**config.mk**
```make
export PLATFORM = sky130hd
export DESIGN_NAME = mm_timer_pwm
export DESIGN_NICKNAME = d
export VERILOG_FILES = /design/src/rtl/mm_timer_pkg.sv /design/src/rtl/mm_timer_fsm.sv /design/src/rtl/mm_timer_regs.sv /design/src/rtl/mm_timer_core.sv /design/src/rtl/mm_timer_pwm.sv
export SDC_FILE = /design/constraint.sdc
export NUM_CORES = 1
export LEC_CHECK = 0
export BUFFER_PORTS_ARGS = -buffer_cell sky130_fd_sc_hd__buf_2
export CAP_MARGIN = 20
export CORE_AREA = 2 2 110 112
export DETAILED_ROUTE_END_ITERATION = 7
export DIE_AREA = 0 0 112 114
export GPL_TIMING_DRIVEN = 0
export SETUP_SLACK_MARGIN = 0.05
export SLEW_MARGIN = 20
export SYNTH_ARGS = -nofsm -noshare
export SYNTH_HDL_FRONTEND = slang
export SYNTH_HIERARCHICAL = 1
export SYNTH_SLANG_ARGS = --single-unit
```
**constraint.sdc**
```tcl
create_clock -name clk -period 2.7 [get_ports clk]
set_input_delay 0.405 -clock clk [delete_from_list [all_inputs] [get_ports clk]]
set_output_delay 0.405 -clock clk [all_outputs]
set_load 0.05 [all_outputs]
```
**src/rtl/mm_timer_pkg.sv**
```systemverilog
package mm_timer_pkg;

    typedef enum logic [2:0] {
        S_SWITCH,
        S_DUAL,
        S_MIXED,
        S_WIDE,
        S_VARPWM
    } run_st_t;

    localparam logic [2:0] ADDR_PER_LO = 3'd0;
    localparam logic [2:0] ADDR_PER_HI = 3'd1;
    localparam logic [2:0] ADDR_CMP_LO = 3'd2;
    localparam logic [2:0] ADDR_CMP_HI = 3'd3;
    localparam logic [2:0] ADDR_FLAGS  = 3'd4;
    localparam logic [2:0] ADDR_WIDTH  = 3'd5;

    function automatic run_st_t mode_state(input logic [1:0] m);
        unique case (m)
            2'd0: mode_state = S_DUAL;
            2'd1: mode_state = S_MIXED;
            2'd2: mode_state = S_WIDE;
            2'd3: mode_state = S_VARPWM;
        endcase
    endfunction

endpackage

```
**src/rtl/mm_timer_fsm.sv**
```systemverilog
module mm_timer_fsm
    import mm_timer_pkg::*;
(
    input  logic       clk,
    input  logic       rst_n,
    input  logic [1:0] mode_sel,
    output run_st_t    st,
    output run_st_t    tgt
);
    run_st_t st_q, st_d;

    always_ff @(posedge clk) begin
        if (!rst_n) st_q <= S_SWITCH;
        else        st_q <= st_d;
    end

    always_comb begin
        st_d = st_q;
        unique case (st_q)
            S_SWITCH: st_d = mode_state(mode_sel);
            S_DUAL, S_MIXED, S_WIDE, S_VARPWM:
                st_d = (mode_state(mode_sel) != st_q) ? S_SWITCH : st_q;
        endcase
    end

    always_comb begin
        st  = st_q;
        tgt = mode_state(mode_sel);
    end


    switch_entry_chk: assert property (@(posedge clk) disable iff (!rst_n)
        (st_q != S_SWITCH && st_q != mode_state(mode_sel)) |=> (st_q == S_SWITCH));

endmodule

```
**src/rtl/mm_timer_regs.sv**
```systemverilog
module mm_timer_regs
    import mm_timer_pkg::*;
#(
    parameter int HW = 8,
    parameter int CW = $clog2(HW)
) (
    input  logic          clk,
    input  logic          rst_n,
    input  logic          wr_en,
    input  logic [2:0]    wr_addr,
    input  logic [HW-1:0] wr_data,
    input  logic          set_lo,
    input  logic          set_hi,
    output logic [HW-1:0] per_lo,
    output logic [HW-1:0] per_hi,
    output logic [HW-1:0] cmp_lo,
    output logic [HW-1:0] cmp_hi,
    output logic [CW-1:0] wcode,
    output logic          flag_lo,
    output logic          flag_hi
);
    logic flag_lo_q, flag_hi_q, clr_hit;

    assign clr_hit = wr_en && (wr_addr == ADDR_FLAGS);

    always_ff @(posedge clk) begin
        if (!rst_n) begin
            per_lo <= '0;
            per_hi <= '0;
            cmp_lo <= '0;
            cmp_hi <= '0;
            wcode  <= '0;
        end else if (wr_en) begin
            unique case (wr_addr)
                ADDR_PER_LO: per_lo <= wr_data;
                ADDR_PER_HI: per_hi <= wr_data;
                ADDR_CMP_LO: cmp_lo <= wr_data;
                ADDR_CMP_HI: cmp_hi <= wr_data;
                ADDR_WIDTH:  wcode  <= wr_data[CW-1:0];
                default: ;
            endcase
        end
    end

    always_ff @(posedge clk) begin
        if (!rst_n) begin
            flag_lo_q <= 1'b0;
            flag_hi_q <= 1'b0;
        end else begin
            flag_lo_q <= set_lo | (flag_lo_q & ~(clr_hit & wr_data[0]));
            flag_hi_q <= set_hi | (flag_hi_q & ~(clr_hit & wr_data[1]));
        end
    end

    assign flag_lo = flag_lo_q;
    assign flag_hi = flag_hi_q;


    flag_sticky_chk: assert property (@(posedge clk) disable iff (!rst_n)
        (flag_lo_q && !(clr_hit && wr_data[0])) |=> flag_lo_q);


    flag_cause_chk: assert property (@(posedge clk) disable iff (!rst_n)
        $rose(flag_hi_q) |-> $past(set_hi));

endmodule

```
**src/rtl/mm_timer_core.sv**
```systemverilog
module mm_timer_core
    import mm_timer_pkg::*;
#(
    parameter int HW = 8,
    parameter int CW = $clog2(HW)
) (
    input  logic          clk,
    input  logic          rst_n,
    input  run_st_t       st,
    input  run_st_t       tgt,
    input  logic          tick_full,
    input  logic          tick_half,
    input  logic          fine_res,
    input  logic [HW-1:0] per_lo,
    input  logic [HW-1:0] per_hi,
    input  logic [HW-1:0] cmp_lo,
    input  logic [HW-1:0] cmp_hi,
    input  logic [CW-1:0] wcode,
    output logic          set_lo,
    output logic          set_hi,
    output logic          pwm_out
);
    localparam int FW = 2 * HW;
    localparam logic [CW-1:0] SH_BASE = CW'(HW - 1);

    logic [FW-1:0] cnt_q, cnt_d, shd_q, shd_d, mask_v, per_full, cmp_full, hi_wrap;
    logic [HW-1:0] lo_q, hi_q;
    logic [HW:0]   lo_s, hi_s;
    logic [CW-1:0] shamt;
    logic          tick_sel;

    // returns {hit, next count} for one 8-bit interval half
    function automatic logic [HW:0] half_step(input logic [HW-1:0] c, input logic [HW-1:0] p);
        if (c == p) half_step = {1'b1, {HW{1'b0}}};
        else        half_step = {1'b0, c + 1'b1};
    endfunction

    assign lo_q     = cnt_q[HW-1:0];
    assign hi_q     = cnt_q[FW-1:HW];
    assign per_full = {per_hi, per_lo};
    assign cmp_full = {cmp_hi, cmp_lo};
    assign hi_wrap  = {{HW{1'b0}}, {HW{1'b1}}};
    assign shamt    = SH_BASE - wcode;
    assign mask_v   = {FW{1'b1}} >> shamt;
    assign tick_sel = fine_res ? tick_half : tick_full;

    always_comb begin
        cnt_d  = cnt_q;
        shd_d  = shd_q;
        set_lo = 1'b0;
        set_hi = 1'b0;
        lo_s   = '0;
        hi_s   = '0;
        unique case (st)
            S_SWITCH: begin
                cnt_d = '0;
                shd_d = (tgt == S_VARPWM) ? cmp_full : {{HW{1'b0}}, cmp_hi};
            end
            S_DUAL: begin
                if (tick_full) begin
                    lo_s   = half_step(lo_q, per_lo);
                    hi_s   = half_step(hi_q, per_hi);
                    cnt_d  = {hi_s[HW-1:0], lo_s[HW-1:0]};
                    set_lo = lo_s[HW];
                    set_hi = hi_s[HW];
                end
            end
            S_MIXED: begin
                if (tick_full) begin
                    lo_s   = half_step(lo_q, per_lo);
                    set_lo = lo_s[HW];
                    cnt_d[HW-1:0] = lo_s[HW-1:0];
                    if (hi_q == {HW{1'b1}}) begin
                        cnt_d[FW-1:HW] = '0;
                        set_hi = 1'b1;
                        shd_d  = {{HW{1'b0}}, cmp_hi};
                    end else begin
                        cnt_d[FW-1:HW] = hi_q + 1'b1;
                    end
                end
            end
            S_WIDE: begin
                if (tick_sel) begin
                    if (cnt_q == per_full) begin
                        cnt_d  = '0;
                        set_hi = 1'b1;
                    end else begin
                        cnt_d = cnt_q + 1'b1;
                    end
                end
            end
            S_VARPWM: begin
                if (tick_sel) begin
                    if (cnt_q >= mask_v) begin
                        cnt_d  = '0;
                        set_hi = 1'b1;
                        shd_d  = cmp_full;
                    end else begin
                        cnt_d = cnt_q + 1'b1;
                    end
                end
            end
        endcase
    end

    always_ff @(posedge clk) begin
        if (!rst_n) begin
            cnt_q <= '0;
            shd_q <= '0;
        end else begin
            cnt_q <= cnt_d;
            shd_q <= shd_d;
        end
    end

    always_comb begin
        pwm_out = 1'b0;
        unique case (st)
            S_MIXED:  pwm_out = ({{HW{1'b0}}, hi_q} < shd_q) || (shd_q >= hi_wrap);
            S_VARPWM: pwm_out = (cnt_q < shd_q) || (shd_q >= mask_v);
            S_SWITCH, S_DUAL, S_WIDE: pwm_out = 1'b0;
        endcase
    end


    switch_clears_chk: assert property (@(posedge clk) disable iff (!rst_n)
        (st == S_SWITCH) |=> (cnt_q == '0));


    shadow_hold_chk: assert property (@(posedge clk) disable iff (!rst_n)
        (st != S_SWITCH && !set_hi) |=> $stable(shd_q));


    no_lo_wide_chk: assert property (@(posedge clk) disable iff (!rst_n)
        (st == S_WIDE || st == S_VARPWM) |-> !set_lo);

endmodule

```
**src/rtl/mm_timer_pwm.sv**
```systemverilog
module mm_timer_pwm
    import mm_timer_pkg::*;
#(
    parameter int HW = 8,
    parameter int CW = $clog2(HW)
) (
    input  logic          clk,
    input  logic          rst_n,
    input  logic          tick_full,
    input  logic          tick_half,
    input  logic          fine_res,
    input  logic [1:0]    mode_sel,
    input  logic          wr_en,
    input  logic [2:0]    wr_addr,
    input  logic [HW-1:0] wr_data,
    output logic          pwm_out,
    output logic          flag_lo,
    output logic          flag_hi,
    output logic          irq
);
    run_st_t       st, tgt;
    logic          set_lo, set_hi;
    logic [HW-1:0] per_lo, per_hi, cmp_lo, cmp_hi;
    logic [CW-1:0] wcode;

    mm_timer_fsm u_fsm (
        .clk      (clk),
        .rst_n    (rst_n),
        .mode_sel (mode_sel),
        .st       (st),
        .tgt      (tgt)
    );

    mm_timer_regs #(.HW(HW), .CW(CW)) u_regs (
        .clk     (clk),
        .rst_n   (rst_n),
        .wr_en   (wr_en),
        .wr_addr (wr_addr),
        .wr_data (wr_data),
        .set_lo  (set_lo),
        .set_hi  (set_hi),
        .per_lo  (per_lo),
        .per_hi  (per_hi),
        .cmp_lo  (cmp_lo),
        .cmp_hi  (cmp_hi),
        .wcode   (wcode),
        .flag_lo (flag_lo),
        .flag_hi (flag_hi)
    );

    mm_timer_core #(.HW(HW), .CW(CW)) u_core (
        .clk       (clk),
        .rst_n     (rst_n),
        .st        (st),
        .tgt       (tgt),
        .tick_full (tick_full),
        .tick_half (tick_half),
        .fine_res  (fine_res),
        .per_lo    (per_lo),
        .per_hi    (per_hi),
        .cmp_lo    (cmp_lo),
        .cmp_hi    (cmp_hi),
        .wcode     (wcode),
        .set_lo    (set_lo),
        .set_hi    (set_hi),
        .pwm_out   (pwm_out)
    );

    assign irq = flag_lo | flag_hi;

endmodule

```
# == Word-level counts from Yosys, hierarchy flattened ==
# Index checks and enable logic that the tools add are counted.
# Widths: inputs -> output; s select.
# totals
regBits,72
word_cells,103
# op_classes
n_reduce_logical,17
shift,1
n_eq_ne,25
addsub,4
n_lt_le_gt_ge,5
n_bitwise,9
mux,32
# op_table
op,n
$mux 16,11
$pmux 16 s5,1
$pmux 16 s3,1
$ge 16x16->1,2
$mux 9,2
$add 16x1->16 const B,1
$add 8x1->8 const B,2
$eq 16x16->1,1
$eq 8x8->1,2
$ge 16x8->1 const B,1
$lt 16x16->1,1
$lt 8x16->1,1
$shr 16x3->16 const A,1
$eq 3x2->1 const B,4
$eq 3x3->1 const B,4
$pmux 3 s4,1
$mux 1,10
$ne 2x1->1 const B,5
$reduce_and 2->1,5
$eq 8x8->1 const B,1
$mux 8,1
$eq 3x1->1 const B,2
$logic_not 3->1,2
$mux 3,2
other kinds (20),29

# == Longest topological paths before layout ==
# depth
depth_word,7
mapped_depth,11
depth_no_buf,9

# == Modules after synthesis ==
# Netlist, hierarchy kept.
# by_module_without_submodules
module,cells_each,seq_area_each_um2,instances,area_each_um2
mm_timer_core,357,640.6,1,2902.8
mm_timer_regs,136,740.7,1,1393.8
mm_timer_fsm,24,60.1,1,215.2
mm_timer_pwm,1,0.0,1,6.3

# == Least setup slack after synthesis ==
# Ideal clock, no wire load.
# synth_timing
path_kind,flip-flop to output port
start,register u_core.cnt_q[9]
end,output port pwm_out
stages_incl_launch_ff,8
slack_ns,0.052
t_arrival_ns,2.243
t_required_ns,2.295
n_path_buf,0
path_cell_list,dfxtp_1 ha_1 a21o_1 a21o_1 a211o_1 o211ai_1 a211oi_1 o22ai_1
# synth_via
elab_chain_cells,3
# synth_rtl
element,line,source
"start, declared",mm_timer_core.sv:26,"logic [FW-1:0] cnt_q, cnt_d, shd_q, shd_d, mask_v, per_full, cmp_full, hi_wrap;"
"start signal, assigned",mm_timer_core.sv:111,cnt_q <= cnt_d;
$lt 16x16->1 or $lt 8x16->1 (tied branches),"mm_timer_core.sv:120, mm_timer_core.sv:119",
$logic_or 1x1->1 (on tied branches),"mm_timer_core.sv:120, mm_timer_core.sv:119",
$pmux 1 s3 (*),mm_timer_core.sv:118,unique case (st)
"end, declared",mm_timer_pwm.sv:16,"output logic pwm_out,"
# Mark *: on every way between the ends. The rest lies on a longest branch, timed or not.

# == Worst setup path after layout ==
# layout_timing
start,register u_regs.wcode[1]
end,register u_core.shd_q[12]
# layout_via
elab_chain_cells,5
# layout_rtl
element,line,source
"start, declared",mm_timer_regs.sv:18,"output logic [CW-1:0] wcode,"
"start signal, assigned",mm_timer_regs.sv:39,ADDR_WIDTH: wcode <= wr_data[CW-1:0];
$sub 3x3->3,mm_timer_core.sv:43,assign shamt = SH_BASE - wcode;
$shr 16x3->16,mm_timer_core.sv:44,assign mask_v = {FW{1'b1}} >> shamt;
$ge 16x16->1,mm_timer_core.sv:94,if (cnt_q >= mask_v) begin
$ne 2x1->1 (no line),--,
$reduce_and 5->1 (no line),--,
"end signal, assigned",mm_timer_core.sv:109,shd_q <= '0;
"end signal, assigned",mm_timer_core.sv:112,shd_q <= shd_d;
"end, declared",mm_timer_core.sv:26,
# Every way passes these cells.
# A chain may end at the register's enable or synchronous reset.

==> key figures <==
Global routing
  • Total grt overflow: 0
  • Met1 usage in global routing: 0.2321
  • Total Routing Usage GR: 0.1883
  • Number of global-route vias before repair: 3744
  • Met3 GRT Util: 0.02869
  • Initial antenna violation count: 0
  • Largest net degree at the start of global routing: 13
  • First-pass GRT wire length: between 15000 and 20000 um
  • GR Layer Usage met2: 0.3301
  • Most Crowded Layer GR: met2

Critical path
  • Crit Path Class: reg -> reg
  • WP data arrival: approximately 2.9 ns
  • Worst setup SP type: flip-flop
  • Reg2Reg Setup Slack: around 0.05 ns
  • Crit end category: flip-flop
  • CP required: about 2.9 ns
  • Crit-path max FO: 10

Placement
  • DP Wirelength: around 9000 um
  • # placed instances: between 600 and 700
  • Routability cong.: about 0.86
  • I/O Buffers: 22

Timing
  • Rel. slew slack: 0.6645
  • RSZ-0062 raised after global routing: true
  • Fmax: roughly 380 MHz
  • Post-route clock period utilization: 0.9818
  • Final hold violation count: 0
  • Slew @ Worst Pin: a little over 0.5 ns
  • Clock Skews: between 0.004 and 0.005 ns
  • Min cycle time layout: between 2 and 3 ns
  • Slew Viols, Final: 0
  • Final setup violation count: 0

Die
  • Die W: 112 um
  • Die area: around 0.013 sq mm
  • Core ar.: 0.01171 sq mm
  • Initial Util: 0.3858
  • Num ports: 23
  • Core Rows: 40
  • Die Span Y: approximately 110 um

Clock tree
  • Clk slew on worst S/H paths: 0.06 ns
  • Clock tree root buffer cell: clkbuf_16
  • Clock buffer depth: 2
  • Hold-fix buffers at CTS: 0
  • CTS buffer count: 9
  • Clock Latency Late Sink: around 0.33 ns
  • Sink Count: slightly above 70
  • # H-tree levels: 3
  • TritonCTS clock tree: built

Final layout
  • Non-filler cells, final: 709
  • # fillers: around 1.1k
  • P&R area growth vs syn: 20.77%
  • Multi-input logic area: 0.003034 sq mm
  • Share of cells above drive strength 1: 0.1993
  • Fin nets: 616
  • Register area: 0.001476 sq mm
  • Ant diodes: 0

Power
  • NetSw: approximately 830 uW
  • Leakage: roughly 0.0024 uW
  • Max VDD drop: 386.7 uV
  • Gate power share: 0.203
  • Clock network power share: 0.414
  • Reg power frac: 0.383
  • Internal power: between 2000 and 2500 uW
  • Sw frac: 0.2766
  • Total Power: about 3000 uW
  • Cell Pwr Density: ~550 mW/mm^2

Run
  • Max-cap check violation count: 0

Logic synthesis
  • Flip-flop and latch count after synthesis: 72
  • Main synth FF type: dfxtp_1
  • Yosys warns: 6
  • Number of flops mapped to enable cells by yosys: 0
  • Synthesized instance count: between 500 and 600
  • Synth Cell Area: between 0.004 and 0.005 sq mm
  • Yosys cell types: 64
  • Asr flop ratio synth: 0
  • Avg Cell Area, Syn: ~8.7 sq um
  • Post-Syn Nets: roughly 580
  • Sequential element share of the synthesized area: 0.3190

Drt
  • Vias per inst: between 5 and 6
  • Post-Route WL: between 10000 and 15000 um
  • DR iter-0 viols: around 150
  • Antenna-violating nets left: 0
  • Wirelength per Cell: 16.68 um
  • Vias: between 3k and 4k
  • Post-route DRC: 0
  • DRT Pass-1 Iters: 5

Worst hold path
  • HP Class: in -> reg

Run status
  • Status: complete, no violations
sequential cells by signal (all words and copies together) (netlist names):
register,count
u_core/cnt_q,16
u_core/shd_q,16
u_fsm/st,3
u_regs/cmp_hi,8
u_regs/cmp_lo,8
u_regs/flag_hi,1
u_regs/flag_lo,1
u_regs/per_hi,8
u_regs/per_lo,8
u_regs/wcode,3
timing repair:
item	CTS	global route
gates cloned	1	0
pin swaps	5	10
buffers inserted	0	6
gates resized for setup	40	40
setup endpoints to repair	34	32
power groups by stage:
stage	sequential [uW]	combinational, uW	clock (uW)
floorplan	1160	366	0
global placement	1170	491	0
detailed placement	1170	503	0
CTS	1150	544	1260
global route	1150	666	1310
finish	1150	609	1240
stage by stage:
step	cell area (sq um)	setup slack [ns]	utilization	TNS, ns	hold slack (ns)
4_1_cts	5253	-0.03062	0.4485	-0.03062	0.2669
5_1_grt	5456	-0.02815	0.4659	-0.09613	0.2835
3_5_place_dp	4812	-0.4671	0.4109	-10.19	0.4577
2_1_floorplan	4518	0.05230	-	0	0.4355
6_report	5456	0.04901	0.4659	0	0.2797
3_3_place_gp	4812	-0.4661	0.4109	-9.126	0.4456
cells in the mapped netlist, types with 10 or more instances:
cell / instances / area (sq um)
dfxtp_1: 72 / 1441
nand2_1: 72 / 270.3
mux2i_1: 45 / 450.4
ha_1: 39 / 488.0
nor2_1: 29 / 108.9
inv_1: 28 / 105.1
nand3_1: 14 / 70.07
o21ai_0: 14 / 70.07
xnor2_1: 14 / 122.6
a21oi_1: 13 / 65.06
clkbuf_1: 13 / 48.80
and3_1: 11 / 68.82
o21a_1: 11 / 82.58
xor2_1: 11 / 96.34
nand4_1: 10 / 62.56
layer usage:
layer	up-vias	wire [um]
met4	0	254
met3	16	380
met5	-	0
met2	99	5813
li1	1952	-
met1	1892	5380
kinds of logic after synthesis:
logic type,synth area share
AO/OA/AOI/OAI,0.1756
adder cells (fa/ha/maj),0.1080
buffers and inverters,0.05151
XOR/XNOR,0.04846
AND/OR/NAND/NOR,0.1977
flip-flops,0.3190
multiplexers,0.09969
final cells by class:
class,count,share of cell area
Timing Repair Buffer,29,0.03394
Clock inverter,5,0.01513
Buffer,24,0.02935
Multi-Input combinational cell,394,0.5561
Tap cell,147,0.03371
Inverter,28,0.01926
Clock buffer,10,0.04196
Sequential cell,72,0.2706
placed cells by master (no fill, tap or decap), types with 4 or more instances in the layout:
cell type	instances
o211a_1	8
clkbuf_1	11
a21o_1	9
dfxtp_1	50
buf_6	9
o21a_1	11
a21oi_1	10
nand4_1	10
mux2i_1	45
nand3_1	14
o21ai_0	11
inv_1	27
xnor2_1	14
buf_2	26
clkbuf_16	9
xor2_1	11
nor2_1	29
o211ai_1	9
a31oi_1	7
ha_1	36
and3_1	10
dfxtp_2	19
buf_4	5
nand2_1	72
nor2b_1	4
critical path, stage by stage (launching register included):
cell	delay, ns
dfxtp_2	0.33
buf_6	0.14
o21ai_4	0.16
ha_1	0.26
a211o_1	0.31
a2111oi_4	0.29
and3_4	0.25
or2_4	0.15
nor3_4	0.05
buf_12	0.14
buf_6	0.12
and3_1	0.17
o21a_1	0.17
worst paths after layout:
| kind | start | to | cells after the start |
|---|---|---|---|
| worst min-delay path | wr_data[1] | u_regs/flag_hi$_SDFF_PN0_ | 2 |
| worst min register to register | u_regs/cmp_lo[7]$_SDFFE_PN0P_ | u_regs/cmp_lo[7]$_SDFFE_PN0P_ | 2 |
| worst max register to register | u_regs/wcode[1]$_SDFFE_PN0P_ | u_core/shd_q[12]$_SDFFE_PN0P_ | 12 |
| worst max-delay path | u_regs/wcode[1]$_SDFFE_PN0P_ | u_core/shd_q[12]$_SDFFE_PN0P_ | 12 |
No activity file was read; power rests on OpenSTA's default activity.
